===== config.mk =====
export PLATFORM = sky130hd
export DESIGN_NAME = port_change_detect
export DESIGN_NICKNAME = d
export VERILOG_FILES = /design/src/rtl/pce_pkg.sv /design/src/rtl/pce_sync.sv /design/src/rtl/pce_track.sv /design/src/rtl/pce_flag.sv /design/src/rtl/port_change_detect.sv
export SDC_FILE = /design/constraint.sdc
export NUM_CORES = 1
export LEC_CHECK = 0
export BUFFER_PORTS_ARGS = -buffer_cell sky130_fd_sc_hd__buf_2
export CAP_MARGIN = 20
export CORE_ASPECT_RATIO = 0.7
export CORE_MARGIN = 2
export CORE_UTILIZATION = 30
export CTS_CLUSTER_DIAMETER = 120
export DETAILED_ROUTE_END_ITERATION = 6
export SYNTH_ARGS = -nofsm -noshare
export SYNTH_HDL_FRONTEND = slang
export SYNTH_SLANG_ARGS = --single-unit

===== constraint.sdc =====
create_clock -name clk -period 1.7 [get_ports clk]
set_input_delay 0.085 -clock clk [delete_from_list [all_inputs] [get_ports clk]]
set_output_delay 0.085 -clock clk [all_outputs]
set_load 0.05 [all_outputs]

===== src/rtl/pce_pkg.sv =====
package pce_pkg;
   typedef enum logic [1:0] {
      FLG_HOLD = 2'd0,
      FLG_SET  = 2'd1,
      FLG_CLR  = 2'd2
   } flg_act_e;

   localparam int unsigned PCE_MIN_SYNC = 2;
endpackage


===== src/rtl/pce_sync.sv =====
module pce_sync #(
   parameter int unsigned WIDTH  = 6,
   parameter int unsigned STAGES = 2
) (
   input  logic             clk,
   input  logic [WIDTH-1:0] d_i,
   output logic [WIDTH-1:0] q_o
);
   logic [STAGES-1:0][WIDTH-1:0] stage_q;

   always_ff @(posedge clk) begin
      stage_q <= {stage_q[STAGES-2:0], d_i};
   end

   assign q_o = stage_q[STAGES-1];
endmodule


===== src/rtl/pce_track.sv =====
module pce_track #(
   parameter int unsigned WIDTH = 6
) (
   input  logic             clk,
   input  logic             por_n,
   input  logic             access,
   input  logic [WIDTH-1:0] sync_i,
   input  logic             en_we,
   input  logic [WIDTH-1:0] en_wdata,
   output logic [WIDTH-1:0] snap_o,
   output logic [WIDTH-1:0] en_o
);
   logic [WIDTH-1:0] snap_q;
   logic [WIDTH-1:0] en_q;

   // The reference has no warm reset. Power-on reset loads it from the pins.
   always_ff @(posedge clk) begin
      if (!por_n || access) snap_q <= sync_i;
   end

   always_ff @(posedge clk or negedge por_n) begin
      if (!por_n)     en_q <= '0;
      else if (en_we) en_q <= en_wdata;
   end

   assign snap_o = snap_q;
   assign en_o   = en_q;
endmodule


===== src/rtl/pce_flag.sv =====
module pce_flag
   import pce_pkg::*;
#(
   parameter int unsigned WIDTH = 6
) (
   input  logic             clk,
   input  logic             rst_n,
   input  logic [WIDTH-1:0] sync_i,
   input  logic [WIDTH-1:0] snap_i,
   input  logic [WIDTH-1:0] en_i,
   input  logic [WIDTH-1:0] analog_i,
   input  logic             clr_i,
   output logic [WIDTH-1:0] mism_o,
   output logic             flag_o
);
   flg_act_e act;
   logic     flag_q;

   assign mism_o = (sync_i ^ snap_i) & en_i & ~analog_i;

   always_comb begin
      if (|mism_o)    act = FLG_SET;
      else if (clr_i) act = FLG_CLR;
      else            act = FLG_HOLD;
   end

   always_ff @(posedge clk or negedge rst_n) begin
      if (!rst_n) flag_q <= 1'b0;
      else begin
         case (act)
            FLG_SET: flag_q <= 1'b1;
            FLG_CLR: flag_q <= 1'b0;
            default: flag_q <= flag_q;
         endcase
      end
   end

   assign flag_o = flag_q;
endmodule


===== src/rtl/port_change_detect.sv =====
module port_change_detect #(
   parameter int unsigned PIN_W            = 6,
   parameter int unsigned SYNC_STAGES      = 2,
   parameter bit          READ_ZERO_ANALOG = 1'b1
) (
   input  logic             clk,
   input  logic             por_n,
   input  logic             warm_rst_n,
   input  logic [PIN_W-1:0] pin_i,
   input  logic [PIN_W-1:0] analog_sel,
   input  logic             rd_stb,
   input  logic             wr_stb,
   input  logic             en_we,
   input  logic [PIN_W-1:0] en_wdata,
   input  logic             flag_clr,
   output logic             chg_flag,
   output logic             wake_req,
   output logic [PIN_W-1:0] rd_data
);
   localparam int unsigned MIN_SYNC = pce_pkg::PCE_MIN_SYNC;

   generate
      if (PIN_W < 1) begin : g_bad_width
         $error("PIN_W must be at least 1");
      end
      if (SYNC_STAGES < MIN_SYNC) begin : g_bad_sync
         $error("SYNC_STAGES below minimum");
      end
   endgenerate

   logic [PIN_W-1:0] sync_q;
   logic [PIN_W-1:0] snap_q;
   logic [PIN_W-1:0] en_q;
   logic [PIN_W-1:0] mism_vec;
   logic             flag_rst_n;
   logic             port_access;

   assign flag_rst_n  = por_n & warm_rst_n;
   assign port_access = rd_stb | wr_stb;

   pce_sync #(.WIDTH(PIN_W), .STAGES(SYNC_STAGES)) u_sync (
      .clk (clk),
      .d_i (pin_i),
      .q_o (sync_q)
   );

   pce_track #(.WIDTH(PIN_W)) u_track (
      .clk      (clk),
      .por_n    (por_n),
      .access   (port_access),
      .sync_i   (sync_q),
      .en_we    (en_we),
      .en_wdata (en_wdata),
      .snap_o   (snap_q),
      .en_o     (en_q)
   );

   pce_flag #(.WIDTH(PIN_W)) u_flag (
      .clk      (clk),
      .rst_n    (flag_rst_n),
      .sync_i   (sync_q),
      .snap_i   (snap_q),
      .en_i     (en_q),
      .analog_i (analog_sel),
      .clr_i    (flag_clr),
      .mism_o   (mism_vec),
      .flag_o   (chg_flag)
   );

   assign wake_req = chg_flag;

   generate
      if (READ_ZERO_ANALOG) begin : g_rd_mask
         assign rd_data = sync_q & ~analog_sel;
      end else begin : g_rd_raw
         assign rd_data = sync_q;
      end
   endgenerate
endmodule


Yosys cells after proc, flatten, opt, wreduce, memory -nomap -nowiden. Index checks and enable logic that the tools add are counted.

Register bits after elaboration: 25. Word-level logic and storage cells: 21. Bits of input ports: 25. Output and inout port bits: 8.

Bitwise operators: 7. Equality and inequality tests: 2. Muxes and demuxes: 3. Reductions and logical operators: 4.

Operators by type and width (count): 6-bit AND (3); 6-bit inverter (1); 6-bit OR reduction (1); 6-bit XOR (1); 2-bit 2-to-1 mux (2); 2-bit by 1-bit == test with 1-bit output (second input constant) (1); 2-bit == test (second input constant) (1); 1-bit case mux with 2 select lines (1); 2-bit nonzero test (1); 1-bit AND (1); 1-bit zero test (1); 1-bit logical OR (1); 1-bit OR (1).

Logic depth before layout (Yosys ltp). Gate-level depths: netlist of run 1.

Depth after elaboration: 7. Gate-level depth with buffers: 3. Mapped depth without buffers: 3.

Modules after synthesis. A second synthesis of run 1 with hierarchy kept.

Cells, all modules: 68. Area, all modules: 943.4 µm².

By module, submodules not included: pce_track (area each 437.9 µm², cells an instance 20, instances 1, seq. area each 330.3 µm²); pce_sync (area each 285.3 µm², cells an instance 18, instances 1, seq. area each 240.2 µm²); pce_flag (area each 162.7 µm², cells an instance 21, instances 1, seq. area each 25.0 µm²); port_change_detect (area each 57.6 µm², cells an instance 9, instances 1, seq. area each 0.0 µm²).

Worst setup path before layout of run 1. OpenSTA, ideal clock, no wires.

Path type: reg-to-output. From: register u_sync.stage_q, in the netlist u_sync.q_o[0]. To: output rd_data[0]. Path buffers: 0. Slack: 0.560 ns. Cell stages (with the launch flop): 2. Data arrival time: 1.055 ns. Required time: 1.615 ns. Cells stage by stage: dfxtp_1 > nor2b_1.

Word-level cells in the longest chain between the ends: 1.

RTL lines: start, declared (line pce_sync.sv:9) `logic [STAGES-1:0][WIDTH-1:0] stage_q;`; start signal, assigned (line pce_sync.sv:12) `stage_q <= {stage_q[STAGES-2:0], d_i};`; 6-bit AND (line port_change_detect.sv:74) `assign rd_data = sync_q & ~analog_sel;`; end, declared (line port_change_detect.sv:18) `output logic [PIN_W-1:0] rd_data`.

No other way between the ends.

Worst setup path in the final report of run 1.
From: register u_track.snap_q[4] (netlist: u_track.snap_o[4]). To: register u_flag.flag_q (netlist: u_flag.flag_o).

Word-level cells in the longest chain between the ends: 7.

RTL lines: start, declared (line pce_track.sv:13) `logic [WIDTH-1:0] snap_q;`; start signal, assigned (line pce_track.sv:18) `if (!por_n || access) snap_q <= sync_i;`; 6-bit XOR * (line pce_flag.sv:19) `assign mism_o = (sync_i ^ snap_i) & en_i & ~analog_i;`; 6-bit AND * (2 in series) (line pce_flag.sv:19); 6-bit OR reduction * (line pce_flag.sv:22) `if (|mism_o) act = FLG_SET;`; 2-bit 2-to-1 mux * (line pce_flag.sv:22); 2-bit == test / 2-bit by 1-bit == test with 1-bit output (equally long branches) (line pce_flag.sv:30) `case (act)`; 1-bit case mux with 2 select lines / 2-bit nonzero test (equally long branches); end signal, assigned (line pce_flag.sv:33) `default: flag_q <= flag_q;`; end, declared (line pce_flag.sv:17) `logic flag_q;`.

Every way passes the cells marked *; elsewhere a longest branch is shown, timed or not. A chain may end at the register's enable or synchronous reset.

==> run metrics, run 1 <==
count of input and output buffers=32; Leakage=0.000525 uW; Crit path arrival time=between 1 and 1.5 ns; largest net degree at the start of global routing=14; global-route wire length before repair=2300 um; syn_nets=83; Critical Path Sink Type=flip-flop; Reg2Reg Depth=3; placed insts=roughly 120; # diodes=0; share of the synthesized area in the top cell type=0.284; Synthesis Warnings=0; most frequent cells after synthesis=dfxtp_1, nor2b_1, dfrtp_1; Worst R2R Setup Slack=about 0.57 ns; layout cells sized above 1=0.350; HP Start=en_wdata[5]; Yosys top cell by area=dfxtp_1; Slew @ Worst Pin=between 0.2 and 0.3 ns; multiplexer share of the synthesized area=0.0799; ys async rst share=0.280; Final #Nets=around 130; Max Cap Viol=0; PwrDens=a little over 1000 nW/um^2; Core Footprint=between 2000 and 3000 um^2; number of flops mapped to enable cells by yosys=6; wire per inst=roughly 11 um; Rows=16; sequential area share after synthesis=0.704; outcome=completed; Cell Area, Synth=approximately 850 um^2; DRC Markers=0; Final Core Density=0.424; RSZ-0062 raised after global routing=false; WHS Path Cells=2; crit path kind=flip-flop to flip-flop; largest family of logic cells by synthesized area=simple AND/OR/NAND/NOR gates; total wire length=around 1400 um; first-pass iteration count of the detailed router=4; First DRT Iteration DRCs=11; CTS Buffer Depth=2; Adder-Cell Fraction of Synth Area=0; Compound-Gate Fraction of Synth Area=0.0222; peak supply drop=0.000773 V; DIE AREA=3270 um^2; Global Route Usage Sum=0.0988; Num Clock Sinks=25; largest cells by area after synthesis=dfxtp_1, edfxtp_1, dfrtp_1; antenna violations before repair=0; #FFs+latches synth=25; Peak Freq=about 880 MHz; setup bufs post-CTS=0; simple logic cell fraction of the synthesized area=0.108; Reg-to-Reg End=u_flag.flag_o$_DFFE_PN0P_; H-Tree Depth=1; Avg Cell Area, Syn=~15 um^2; CTS tree=yes; Slew Limit Fails=0; routed via count=560; Top FF cell, synth=dfxtp_1; hold endpoint=u_track.en_o[5]$_DFFE_PN0P_; fin cells=approximately 140; Seq pwr share=0.570; switching pwr=292 uW; clk slew on worst S/H paths=about 0.080 ns; cell with the most instances after synthesis=dfxtp_1; Clock power frac=0.280; Num CTS Buffers=3; worst hold path type=input pin to flip-flop; hold-fix buffers at CTS=8; die width=just under 70 um; Sw Ratio=0.246; Post-CTS Resized=0; Synth cell types=16; clk_lat worst skew=0.26 ns; vias in the first global route=~520; Internal=898 uW; final worst-path cycle share=0.667; WP data required=1.84 ns; Tmin final=1.13 ns; RD Place Congestion=~0.71; CP Launch Type=flip-flop; Synth Area in XOR/XNOR=0.0621; die height=48.4 um; hpwl dp=1120 um; CP max FO=1; starting density of the core=0.308; Post-Route Skew=around 0.0036 ns; CTS root buf=clkbuf_8; gr ovfl total=0; Fin. Hold Viols=0; Cells after Synth=58; Slew headroom=0.809; r2r startpoint=u_track.snap_o[4]$_DFFE_PP_; final setup TNS=0 ns; area grow syn2layout=37.6%; final setup vio count=0; Logic pwr share=0.150; Post-DRT Antenna Nets=0; Ports=33; Via-to-Cell Ratio=slightly above 4
-- flip-flops by register name, indices dropped and copies added (netlist names) --
register and count:
u_track.en_o 6, u_flag.flag_o 1, u_sync.stage_q 6, u_sync.q_o 6
u_track.snap_o 6
-- worst max-delay path, cell delays in order, from the launching register on --
cell      delay [ns]
edfxtp_1        0.38
xor2_1          0.17
a222oi_1        0.33
nand4_1         0.13
-- power groups by stage --
stage	combinational, uW	sequential [uW]	clock [uW]
2_1_floorplan	100	705	0
3_3_place_gp	165	691	0
3_5_place_dp	167	693	0
4_1_cts	182	680	351
5_1_grt	193	685	385
6_report	179	679	333
-- layout by cell type, fill, tap and decap left out, drive strengths merged --
master | netlist | final
nor2 | 1 | 1
nand3b | 2 | 2
mux2 | 6 | 6
dlygate4sd3 | 0 | 8
nand2 | 1 | 1
inv | 2 | 2
nand4 | 1 | 1
nor2b | 9 | 9
dfrtp | 7 | 7
xor2 | 6 | 6
dfxtp | 12 | 12
clkbuf | 0 | 4
edfxtp | 6 | 6
and2 | 1 | 1
a32oi | 1 | 1
buf | 2 | 32
a222oi | 1 | 1
-- stage by stage --
| stage | power [uW] | hold WS (ns) | setup slack (ns) | cell area, um^2 |
|---|---|---|---|---|
| finish | 1190 | 0.0411 | 0.567 | 1160 |
| global route | 1260 | 0.0248 | 0.505 | 1160 |
| CTS | 1210 | 0.0345 | 0.554 | 1160 |
| detailed placement | 860 | -0.0571 | 0.565 | 1040 |
| global placement | 856 | -0.0591 | 0.589 | 1040 |
| floorplan | 805 | -0.211 | 0.560 | 846 |
-- area by class of cell --
cell class,count,area [um^2]
fillers,271,1580
flip-flops and latches,25,596
repair buffers,40,240
multi-input cells,29,230
clock buffers,4,45.0
well taps,36,45.0
inverters,2,7.51
-- logic make-up after synthesis --
| logic type | after synthesis |
|---|---|
| compound gates | 2 |
| xor+xnor | 6 |
| buf+inv | 4 |
| flops | 25 |
| mux | 6 |
| simple gates | 15 |
-- routing by layer --
metal | GRT usage | part of all wire
met2 | 0.129 | 0.42
met4 | 0.0204 | 0
met3 | 0.0488 | 0.069
met1 | 0.146 | 0.51
met5 | 0 | 0
-- worst max-delay path by stage --
stage	start	to	slack (ns)	depth (start not counted)
2_1_floorplan	u_sync.q_o[0]$_DFF_P_	rd_data[0]	0.56	1
3_3_place_gp	u_track.snap_o[4]$_DFFE_PP_	u_flag.flag_o$_DFFE_PN0P_	0.59	3
3_5_place_dp	u_track.snap_o[4]$_DFFE_PP_	u_flag.flag_o$_DFFE_PN0P_	0.57	3
4_1_cts	u_track.snap_o[4]$_DFFE_PP_	u_flag.flag_o$_DFFE_PN0P_	0.55	3
5_1_grt	u_track.snap_o[4]$_DFFE_PP_	u_flag.flag_o$_DFFE_PN0P_	0.51	3
6_report	u_track.snap_o[4]$_DFFE_PP_	u_flag.flag_o$_DFFE_PN0P_	0.57	3
Power figures use the tool's default switching activity.
==> inputs of run 2 (changes only) <==
clock period = 1.1 ns   (was 1.7 ns; I/O delays follow)
==> run 2 against run 1 <==
- the run now ends with setup timing left
- global-route usage increased by 1.3 points
- first-iteration DRC count increased by 36%
- total power grew 57%
- via count grew 3.0%
- non-clock buffer count grew 2
- sequential share of layout area down 2.1 points
- critical endpoint unchanged
==> run metrics, run 2 (same netlist as run 1, synthesis figures left out) <==
outcome=complete, but fails checks; violated checks=setup timing; Post-Route Skew=0.00386 ns (+0.000237 ns); peak supply drop=0.000767 V (-0.83%); Worst R2R Setup Slack=-0.02 ns (-0.58 ns); PwrDens=1540 nW/um^2 (+50%); fin area=1220 um^2 (+4.5%); Leakage=0.000545 uW (+3.7%); hpwl dp=1210 um (+7.2%); Final Core Density=0.443 (+0.0192); die height=48.4 um (unchanged); Reg-to-Reg End=u_flag.flag_o$_DFFE_PN0P_; final worst-path cycle share=1.01 (+0.348); layout cells sized above 1=0.422 (+0.0716); Slew headroom=0.812 (+0.00292); Num CTS Buffers=3 (unchanged); CP Launch Type=flip-flop; WP data required=1.23 ns (-0.61 ns); CP startpoint=u_track.snap_o[4]$_DFFE_PP_; # diodes=0 (unchanged); Rows=16 (unchanged); most frequent cells in the layout=buf_2, dfxtp_1, dlygate4sd3_1; First DRT Iteration DRCs=15 (+4); commonest non-fill, non-tap cell in the layout=buf_2; area grow syn2layout=43.8%; Slew @ Worst Pin=0.282 ns (-0.00368 ns); Global Route Usage Sum=0.112 (+0.0131); die width=67.5 um (unchanged); count of input and output buffers=32 (unchanged); total wire length=1610 um (+11%); Core Footprint=2740 um^2 (unchanged); routed via count=577 (+3.0%); gr ovfl total=0 (unchanged); CTS tree=yes; Crit path arrival time=1.25 ns (-0.02 ns); Critical Path Sink Type=flip-flop; WHS Path Cells=2 (unchanged); Post-DRT Antenna Nets=0 (unchanged); fin cells=138 (+1.5%); largest net degree at the start of global routing=14 (unchanged); worst hold path type=input pin to flip-flop; final setup vio count=1 (+1); DRC Markers=0 (unchanged); wire per inst=11.6 um (+9.8%); Num Clock Sinks=25 (unchanged); Peak Freq=896 MHz (+1.5%); clk slew on worst S/H paths=0.08 ns (about the same); RD Place Congestion=0.739 (+4.4%); Final #Nets=128 (+1.6%); CP max FO=1 (unchanged); crit path kind=flip-flop to flip-flop; HP Start=en_wdata[5]; Fin. Hold Viols=0 (unchanged); vias in the first global route=641 (+24%); Fill cells=262 (-3.3%); CTS root buf=clkbuf_8; Placed Area=1060 um^2 (+2.2%); global-route wire length before repair=2750 um (+19%); Reg2Reg Depth=3 (unchanged); hold endpoint=u_track.en_o[5]$_DFFE_PN0P_; clk_lat worst skew=0.26 ns (about the same); r2r startpoint=u_track.snap_o[4]$_DFFE_PP_; Place WS=-0.0755 ns (-0.641 ns); H-Tree Depth=1 (unchanged); Tmin final=1.12 ns (-0.0172 ns); antenna violations before repair=0 (unchanged); placed insts=125 (+0.81%); starting density of the core=0.308 (unchanged); first-pass iteration count of the detailed router=4 (unchanged); Ports=33 (unchanged); Final WS setup=-0.0160 ns (-0.583 ns); RSZ-0062 raised after global routing=true; Slew Limit Fails=0 (unchanged); Via-to-Cell Ratio=4.18 (+1.5%); setup bufs post-CTS=0 (unchanged); CTS Buffer Depth=2 (unchanged); Max Cap Viol=0 (unchanged); DIE AREA=3270 um^2 (unchanged)
run 2: changes by cell type in the layout (fill, tap and decap cells not counted), sizes merged:
cell / delta
dlygate4sd3: +1
clkbuf: +1
run 2: through the flow:
stage | setup TNS [ns] | hold slack, ns | total power (uW)
after global routing | -0.122 | 0.00948 | 1950
after floorplan | 0 | -0.241 | 1250
after detailed placement | -0.0755 | -0.0612 | 1340
final | -0.0160 | 0.00811 | 1870
after global placement | -0.00638 | -0.0608 | 1330
after CTS | -0.0524 | 0.00623 | 1880
run 2: layer usage:
metal,vias up,track usage,part of all wire
li1,283,-,-
met1,268,0.149,0.47
met2,26,0.180,0.45
met3,0,0.0419,0.080
met4,0,0.0102,0
met5,-,0,0
run 2: worst max-delay path by stage:
stage | end | slack, ns
6_report | u_flag.flag_o$_DFFE_PN0P_ | -0.02
5_1_grt | u_flag.flag_o$_DFFE_PN0P_ | -0.12
4_1_cts | u_flag.flag_o$_DFFE_PN0P_ | -0.05
3_5_place_dp | u_flag.flag_o$_DFFE_PN0P_ | -0.08
3_3_place_gp | u_flag.flag_o$_DFFE_PN0P_ | -0.006
2_1_floorplan | u_flag.flag_o$_DFFE_PN0P_ | 0.03
run 2: final cells by class:
class / count / area, um^2 / share of cell area
inverters: 2 / 7.51 / 0.00617
repair buffers: 42 / 277 / 0.227
clock buffers: 4 / 45.0 / 0.0370
multi-input cells: 29 / 245 / 0.202
flip-flops and latches: 25 / 597 / 0.491
well taps: 36 / 45.0 / 0.0370
run 2: what timing repair did:
item,in CTS,in global routing
endpoints found under the setup margin,3,7
hold buffers,9,0
gates resized for setup,2,9
endpoints found under the hold margin,13,0
gates cloned,0,0
pin swaps,4,0
run 2: where the power goes:
group / leakage, uW / internal [uW] / switching (uW)
clock network: 0.0000228 / 258 / 260
registers: 0.000245 / 1020 / 35.9
logic: 0.000277 / 130 / 168
run 2: worst max-delay path, cell delays in order (launching register included):
cell and delay, ns:
edfxtp_1 0.39, xor2_1 0.15, a222oi_1 0.32, nand4_1 0.13
